--- src/rtl/frame_readout_pkg.sv ---
package frame_readout_pkg;

  typedef enum logic [2:0] {
    ST_IDLE   = 3'd0,
    ST_AWAIT  = 3'd1,
    ST_FETCH  = 3'd2,
    ST_SETUP  = 3'd3,
    ST_OFFER  = 3'd4,
    ST_FINISH = 3'd5
  } rdo_state_t;

endpackage

--- src/rtl/rdo_sync.sv ---
module rdo_sync #(
  parameter int STAGES = 2
) (
  input  logic clk,
  input  logic rst_n,
  input  logic async_i,
  output logic sync_o
);

  logic [STAGES-1:0] chain_q;

  generate
    for (genvar i = 0; i < STAGES; i++) begin : g_stage
      if (i == 0) begin : g_first
        always_ff @(posedge clk or negedge rst_n) begin
          if (!rst_n) chain_q[0] <= 1'b0;
          else        chain_q[0] <= async_i;
        end
      end else begin : g_next
        always_ff @(posedge clk or negedge rst_n) begin
          if (!rst_n) chain_q[i] <= 1'b0;
          else        chain_q[i] <= chain_q[i-1];
        end
      end
    end
  endgenerate

  assign sync_o = chain_q[STAGES-1];

endmodule

--- src/rtl/rdo_fetch.sv ---
module rdo_fetch #(
  parameter int ADDR_W   = 21,
  parameter int DATA_W   = 8,
  parameter int WAIT_CYC = 2
) (
  input  logic              clk,
  input  logic              rst_n,
  input  logic              load_i,
  input  logic [ADDR_W-1:0] base_i,
  input  logic              fetch_i,
  input  logic              advance_i,
  input  logic [DATA_W-1:0] rdata_i,
  output logic [ADDR_W-1:0] addr_o,
  output logic              oe_n_o,
  output logic [DATA_W-1:0] data_o,
  output logic              latch_o
);

  localparam int CNT_W = $clog2(WAIT_CYC + 2);

  logic [ADDR_W-1:0] addr_q;
  logic [DATA_W-1:0] data_q;
  logic [CNT_W-1:0]  wait_q;

  function automatic logic [ADDR_W-1:0] step_addr(input logic [ADDR_W-1:0] a);
    return a + ADDR_W'(1);
  endfunction

  function automatic logic wait_over(input logic [CNT_W-1:0] c);
    return c == CNT_W'(WAIT_CYC);
  endfunction

  assign latch_o = fetch_i && wait_over(wait_q);

  always_ff @(posedge clk or negedge rst_n) begin
    if (!rst_n) begin
      wait_q <= '0;
    end else if (!fetch_i || latch_o) begin
      wait_q <= '0;
    end else begin
      wait_q <= wait_q + CNT_W'(1);
    end
  end

  always_ff @(posedge clk or negedge rst_n) begin
    if (!rst_n) begin
      addr_q <= '0;
    end else if (load_i) begin
      addr_q <= base_i;
    end else if (advance_i) begin
      addr_q <= step_addr(addr_q);
    end
  end

  always_ff @(posedge clk or negedge rst_n) begin
    if (!rst_n) begin
      data_q <= '0;
    end else if (latch_o) begin
      data_q <= rdata_i;
    end
  end

  assign addr_o = addr_q;
  assign oe_n_o = !fetch_i;
  assign data_o = data_q;

endmodule

--- src/rtl/rdo_ctrl.sv ---
module rdo_ctrl
  import frame_readout_pkg::*;
#(
  parameter int LEN_W = 22
) (
  input  logic             clk,
  input  logic             rst_n,
  input  logic             start_i,
  input  logic             clear_i,
  input  logic             rtr_s_i,
  input  logic             latch_i,
  input  logic [LEN_W-1:0] frame_len_i,
  output logic             load_o,
  output logic             fetch_o,
  output logic             advance_o,
  output logic             data_rdy_o,
  output logic             done_o,
  output rdo_state_t       state_o
);

  rdo_state_t       state_q, state_d;
  logic [LEN_W-1:0] len_q;
  logic [LEN_W-1:0] sent_q;
  logic             last_w;

  function automatic logic final_byte(input logic [LEN_W-1:0] sent,
                                      input logic [LEN_W-1:0] len);
    return (sent + LEN_W'(1)) == len;
  endfunction

  assign last_w    = final_byte(sent_q, len_q);
  assign load_o    = (state_q == ST_IDLE) && start_i;
  assign fetch_o   = (state_q == ST_FETCH);
  assign advance_o = (state_q == ST_OFFER) && !rtr_s_i;

  always_comb begin
    state_d = state_q;
    unique case (state_q)
      ST_IDLE:   if (start_i) state_d = (frame_len_i == '0) ? ST_FINISH : ST_AWAIT;
      ST_AWAIT:  if (rtr_s_i) state_d = ST_FETCH;
      ST_FETCH:  if (latch_i) state_d = ST_SETUP;
      ST_SETUP:  state_d = ST_OFFER;
      ST_OFFER:  if (!rtr_s_i) state_d = last_w ? ST_FINISH : ST_AWAIT;
      ST_FINISH: if (clear_i) state_d = ST_IDLE;
      default:   state_d = ST_IDLE;
    endcase
  end

  always_ff @(posedge clk or negedge rst_n) begin
    if (!rst_n) begin
      state_q <= ST_IDLE;
      len_q   <= '0;
      sent_q  <= '0;
    end else begin
      state_q <= state_d;
      if (load_o) begin
        len_q  <= frame_len_i;
        sent_q <= '0;
      end else if (advance_o) begin
        sent_q <= sent_q + LEN_W'(1);
      end
    end
  end

  assign data_rdy_o = (state_q == ST_OFFER);
  assign done_o     = (state_q == ST_FINISH);
  assign state_o    = state_q;

endmodule

--- src/rtl/frame_readout.sv ---
module frame_readout
  import frame_readout_pkg::*;
#(
  parameter int ADDR_W      = 21,
  parameter int DATA_W      = 8,
  parameter int WAIT_CYC    = 2,
  parameter int SYNC_STAGES = 2
) (
  input  logic              clk,
  input  logic              rst_n,
  input  logic              start_i,
  input  logic              clear_i,
  input  logic [ADDR_W-1:0] base_addr_i,
  input  logic [ADDR_W:0]   frame_len_i,
  input  logic              rtr_i,
  input  logic [DATA_W-1:0] mem_rdata_i,
  output logic [ADDR_W-1:0] mem_addr_o,
  output logic              mem_oe_n_o,
  output logic              mem_ce_n_o,
  output logic [DATA_W-1:0] bus_data_o,
  output logic              data_rdy_o,
  output logic              done_o
);

  localparam int LEN_W = ADDR_W + 1;

  logic       rtr_s;
  logic       ev_load;
  logic       ev_fetch;
  logic       ev_advance;
  logic       ev_latch;
  rdo_state_t fsm_state;

  rdo_sync #(.STAGES(SYNC_STAGES)) u_sync (
    .clk     (clk),
    .rst_n   (rst_n),
    .async_i (rtr_i),
    .sync_o  (rtr_s)
  );

  rdo_ctrl #(.LEN_W(LEN_W)) u_ctrl (
    .clk         (clk),
    .rst_n       (rst_n),
    .start_i     (start_i),
    .clear_i     (clear_i),
    .rtr_s_i     (rtr_s),
    .latch_i     (ev_latch),
    .frame_len_i (frame_len_i),
    .load_o      (ev_load),
    .fetch_o     (ev_fetch),
    .advance_o   (ev_advance),
    .data_rdy_o  (data_rdy_o),
    .done_o      (done_o),
    .state_o     (fsm_state)
  );

  rdo_fetch #(
    .ADDR_W   (ADDR_W),
    .DATA_W   (DATA_W),
    .WAIT_CYC (WAIT_CYC)
  ) u_fetch (
    .clk       (clk),
    .rst_n     (rst_n),
    .load_i    (ev_load),
    .base_i    (base_addr_i),
    .fetch_i   (ev_fetch),
    .advance_i (ev_advance),
    .rdata_i   (mem_rdata_i),
    .addr_o    (mem_addr_o),
    .oe_n_o    (mem_oe_n_o),
    .data_o    (bus_data_o),
    .latch_o   (ev_latch)
  );

  assign mem_ce_n_o = 1'b0;

endmodule

--- config.mk ---
export PLATFORM = sky130hd
export DESIGN_NAME = frame_readout
export DESIGN_NICKNAME = d
export VERILOG_FILES = /design/src/rtl/frame_readout_pkg.sv /design/src/rtl/rdo_sync.sv /design/src/rtl/rdo_fetch.sv /design/src/rtl/rdo_ctrl.sv /design/src/rtl/frame_readout.sv
export SDC_FILE = /design/constraint.sdc
export NUM_CORES = 1
export LEC_CHECK = 0
export CAP_MARGIN = 20
export CORE_AREA = 10 10 124 103
export CTS_CLUSTER_SIZE = 24
export DETAILED_ROUTE_END_ITERATION = 7
export DIE_AREA = 0 0 134 113
export MAX_ROUTING_LAYER = met4
export PLACE_DENSITY = 0.77
export SYNTH_ARGS = -nofsm -noshare
export SYNTH_HDL_FRONTEND = slang
export SYNTH_SLANG_ARGS = --single-unit
--- constraint.sdc ---
create_clock -name clk -period 2.15 [get_ports clk]
set_clock_uncertainty 0.05 [all_clocks]
set_input_delay 0.43 -clock clk [delete_from_list [all_inputs] [get_ports clk]]
set_output_delay 0.43 -clock clk [all_outputs]
set_load 0.05 [all_outputs]
==> results.sh <==
export IMPL_grt_max_degree=35
export IMPL_grt_first_pass_wirelength_mm=21.7
export IMPL_synthArstFlopShare_pct=100
export IMPL_crit_type="reg -> out"
export IMPL_die_area_um2=15100
export IMPL_core_um2=10200
export IMPL_final_layout_size_suffix_gt1_share_pct=16.8
export IMPL_post_route_min_period_ns=2.09
export IMPL_regToRegStartpoint="u_ctrl.sent_q[0]"
export IMPL_dp_cells=761
export IMPL_yosysSeqAreaShare_pct=44.3
export IMPL_slowest_delay_ns=0.84
export IMPL_avgRoutedWirePerCell_um=16.9
export IMPL_die_h_um=113
export IMPL_num_io_pins=89
export IMPL_worstPathCellList="clkdlybuf4s50_1"
export IMPL_num_rows=33
export IMPL_synth_ff_type="dfrtp_1"
export IMPL_final_max_slew_viol_count=0
export IMPL_cts_buffer_depth=2
export IMPL_drt_iter0_drc=374
export IMPL_power_density_nw_per_um2=1250
export IMPL_synth_edf_count=0
export IMPL_slowest_stage="clkdlybuf4s50_1"
export IMPL_worstSkewPairLatency_ns=0.34
export IMPL_postRouteAntennaNets=0
export IMPL_r2r_slack_ns=0.07
export IMPL_setup_tns_final_ns=0
export IMPL_critPathLaunch="u_fetch.addr_o[13]"
export IMPL_synth_seq_cells=80
export IMPL_tightest_slew_ns=0.541
export IMPL_grtUsageMet3_pct=3.85
export IMPL_cts_htree_levels=3
export IMPL_area_growth_pct=37.6
export IMPL_fmaxAchievable_mhz=478
export IMPL_numPortBuffers=87
export IMPL_startpoint_type="register"
export IMPL_crit_cells=1
export IMPL_clockRootBuffer="clkbuf_16"
export IMPL_yosysWarnings=0
export IMPL_cp_required_ns=1.67
export IMPL_finish_utilization_pct=61.0
export IMPL_hold_slack_ns=0.302
export IMPL_ir_worst_vdd_v=0.000785
export IMPL_setup_violations=0
export IMPL_avgViaCountPerCell=5.50
export IMPL_post_route_drc_count=0
export IMPL_arrival_ns=1.61
export IMPL_grt_pass1_vias=4225
export IMPL_drv_cap=0
export IMPL_fin_crit_sh_pct=97.2
export IMPL_top_usage_layer="met2"
export IMPL_antenna_found_initial=0
export IMPL_fp_dieW_um=134
export IMPL_syn_inst=519
export IMPL_worst_setup_path_end_kind="output port"
export IMPL_n_fill_cell=851
export IMPL_min_path_type="reg -> reg"
export IMPL_cts_tree="built"
export IMPL_wirelength_mm=13.2
export IMPL_r2r_end="u_ctrl.state_o[2]"
export IMPL_clkTransAtPathRegs_ns=0.06
export IMPL_clock_sinks=80
export IMPL_grtUsageTotal_pct=17.8
export IMPL_worstRegToRegCells=8
export IMPL_n_antenna_cell=0
export IMPL_initial_core_util_pct=44.4
export IMPL_first_pass_iters=7
export IMPL_grt_use_met1_pct=23.5
export IMPL_ys_types=55
export IMPL_finalHoldViolCount=0
export IMPL_postSynthAreaPerCell_um2=8.72
export IMPL_final_nets=696
export IMPL_dr_total_vias=4298
export IMPL_dp_hpwl_mm=9.89
export IMPL_syn_nets=579
export IMPL_outcome="complete, no violations"
export IMPL_cp_endpoint="mem_addr_o[13]"
export IMPL_grt_overflow=0
export IMPL_crit_family="buffers and inverters"
export IMPL_relSlewSlack_pct=63.8
export IMPL_rsz0062_at_grt="true"
export IMPL_crit_fanout=5
export IMPL_use_met2_pct=27.1
export IMPL_fin_cells=781
export IMPL_gp_congestion=0.984
export IMPL_netlist_area_um2=4520
export IMPL_worstPathBufferInverterCount=1
export IMPL_p_leak_nw=2.68
export IMPL_cts_made_buffers=9
[sequential cells by signal, summed over array words and instances (netlist names)]
signal          count
u_ctrl.len_q       22
u_ctrl.sent_q      22
u_ctrl.state_o      3
u_fetch.addr_o     21
u_fetch.data_o      8
u_fetch.wait_q      2
u_sync.chain_q      1
u_sync.sync_o       1
[worst min-delay path by stage]
stage,from,end,slack [ns],cells after the start
finish,u_sync.chain_q[0],u_sync.sync_o,0.30,0
detailed placement,u_sync.chain_q[0],u_sync.sync_o,0.30,0
global placement,u_sync.chain_q[0],u_sync.sync_o,0.28,0
CTS,u_sync.chain_q[0],u_sync.sync_o,0.31,0
floorplan,rst_n,u_ctrl.len_q[0],0.08,0
global route,u_sync.chain_q[0],u_sync.sync_o,0.31,0
[layer usage]
metal / part of all wire [%] / vias up
met5: 0 / -
met2: 47 / 149
met4: 1.2 / 0
li1: - / 2046
met3: 5.9 / 18
met1: 46 / 2085
[synthesized netlist by cell type (2+ instances only)]
| cell | count | area (µm²) |
|---|---|---|
| nand2_1 | 115 | 432 |
| dfrtp_1 | 80 | 2000 |
| o21ai_0 | 38 | 190 |
| nor2_1 | 35 | 131 |
| xnor2_1 | 29 | 254 |
| clkbuf_1 | 22 | 82.6 |
| nand3_1 | 22 | 110 |
| xor2_1 | 18 | 158 |
| a21oi_1 | 17 | 85.1 |
| nand4_1 | 15 | 93.8 |
| o21ai_1 | 10 | 50.1 |
| and3_1 | 9 | 56.3 |
| mux2_2 | 9 | 101 |
| inv_1 | 7 | 26.3 |
| nor3_1 | 7 | 35.0 |
| nor4_1 | 7 | 43.8 |
| o31ai_1 | 7 | 52.6 |
| and4_1 | 6 | 52.6 |
| a31oi_1 | 5 | 31.3 |
| a21o_1 | 4 | 30.0 |
| ha_1 | 4 | 50.1 |
| nor4_2 | 4 | 50.1 |
| and2_1 | 3 | 18.8 |
| buf_1 | 3 | 11.3 |
| buf_2 | 3 | 15.0 |
| o22ai_1 | 3 | 18.8 |
| buf_4 | 2 | 15.0 |
| mux2i_1 | 2 | 20.0 |
| nand2b_1 | 2 | 12.5 |
| nand3b_1 | 2 | 15.0 |
| nor3_2 | 2 | 20.0 |
| nor3b_1 | 2 | 15.0 |
| o2111ai_1 | 2 | 17.5 |
| or4_1 | 2 | 15.0 |
[placed cells by master (no fill, tap or decap), types with 16 or more instances in the layout]
| cell type | instances |
|---|---|
| nand2_1 | 115 |
| dfrtp_1 | 79 |
| clkdlybuf4s50_1 | 78 |
| buf_4 | 51 |
| o21ai_0 | 38 |
| nor2_1 | 33 |
| xnor2_1 | 29 |
| nand3_1 | 21 |
| xor2_1 | 18 |
| a21oi_1 | 16 |
[what timing repair did]
item | CTS | global route
setup endpoints to repair | 2 | 7
hold buffers | 1 | 0
buffers inserted | 0 | 3
resized for setup | 2 | 13
hold endpoints to repair | 31 | 0
pin swaps | 0 | 7
[power breakdown]
part | switching, mW | total (mW) | internal [mW]
registers | 0.573 | 2.59 | 2.01
clock network | 0.635 | 1.49 | 0.851
logic | 2.28 | 3.71 | 1.43
total | 3.48 | 7.78 | 4.30
[cell type report]
cell class                 instances  area [µm²]  share of cell area, %
clock buffer                      11         253                   4.06
clock inverter                     5        38.8                  0.623
inverter                           7        26.3                  0.422
multi-input combinational        401        2440                   39.2
sequential                        80        2000                   32.2
tap                              140         175                   2.81
timing repair buffer             137        1290                   20.7
[metrics by stage]
stage	setup WS (ns)	power (mW)	area, µm²
floorplan	0.0231	4.88	4540
global placement	-0.0399	6.14	5840
detailed placement	-0.0636	6.24	5840
CTS	0.00641	7.74	6140
global route	-0.0951	8.23	6220
finish	0.0593	7.78	6220
[cell families after synthesis]
group / share of synthesized area [%]
AO/OA/AOI/OAI: 13.0
other: 0.0829
AND/OR/NAND/NOR: 26.4
XOR/XNOR: 9.10
adder cells (fa/ha/maj): 1.11
flip-flops: 44.3
multiplexers: 2.68
buffers and inverters: 3.43
Power figures use the tool's default switching activity.
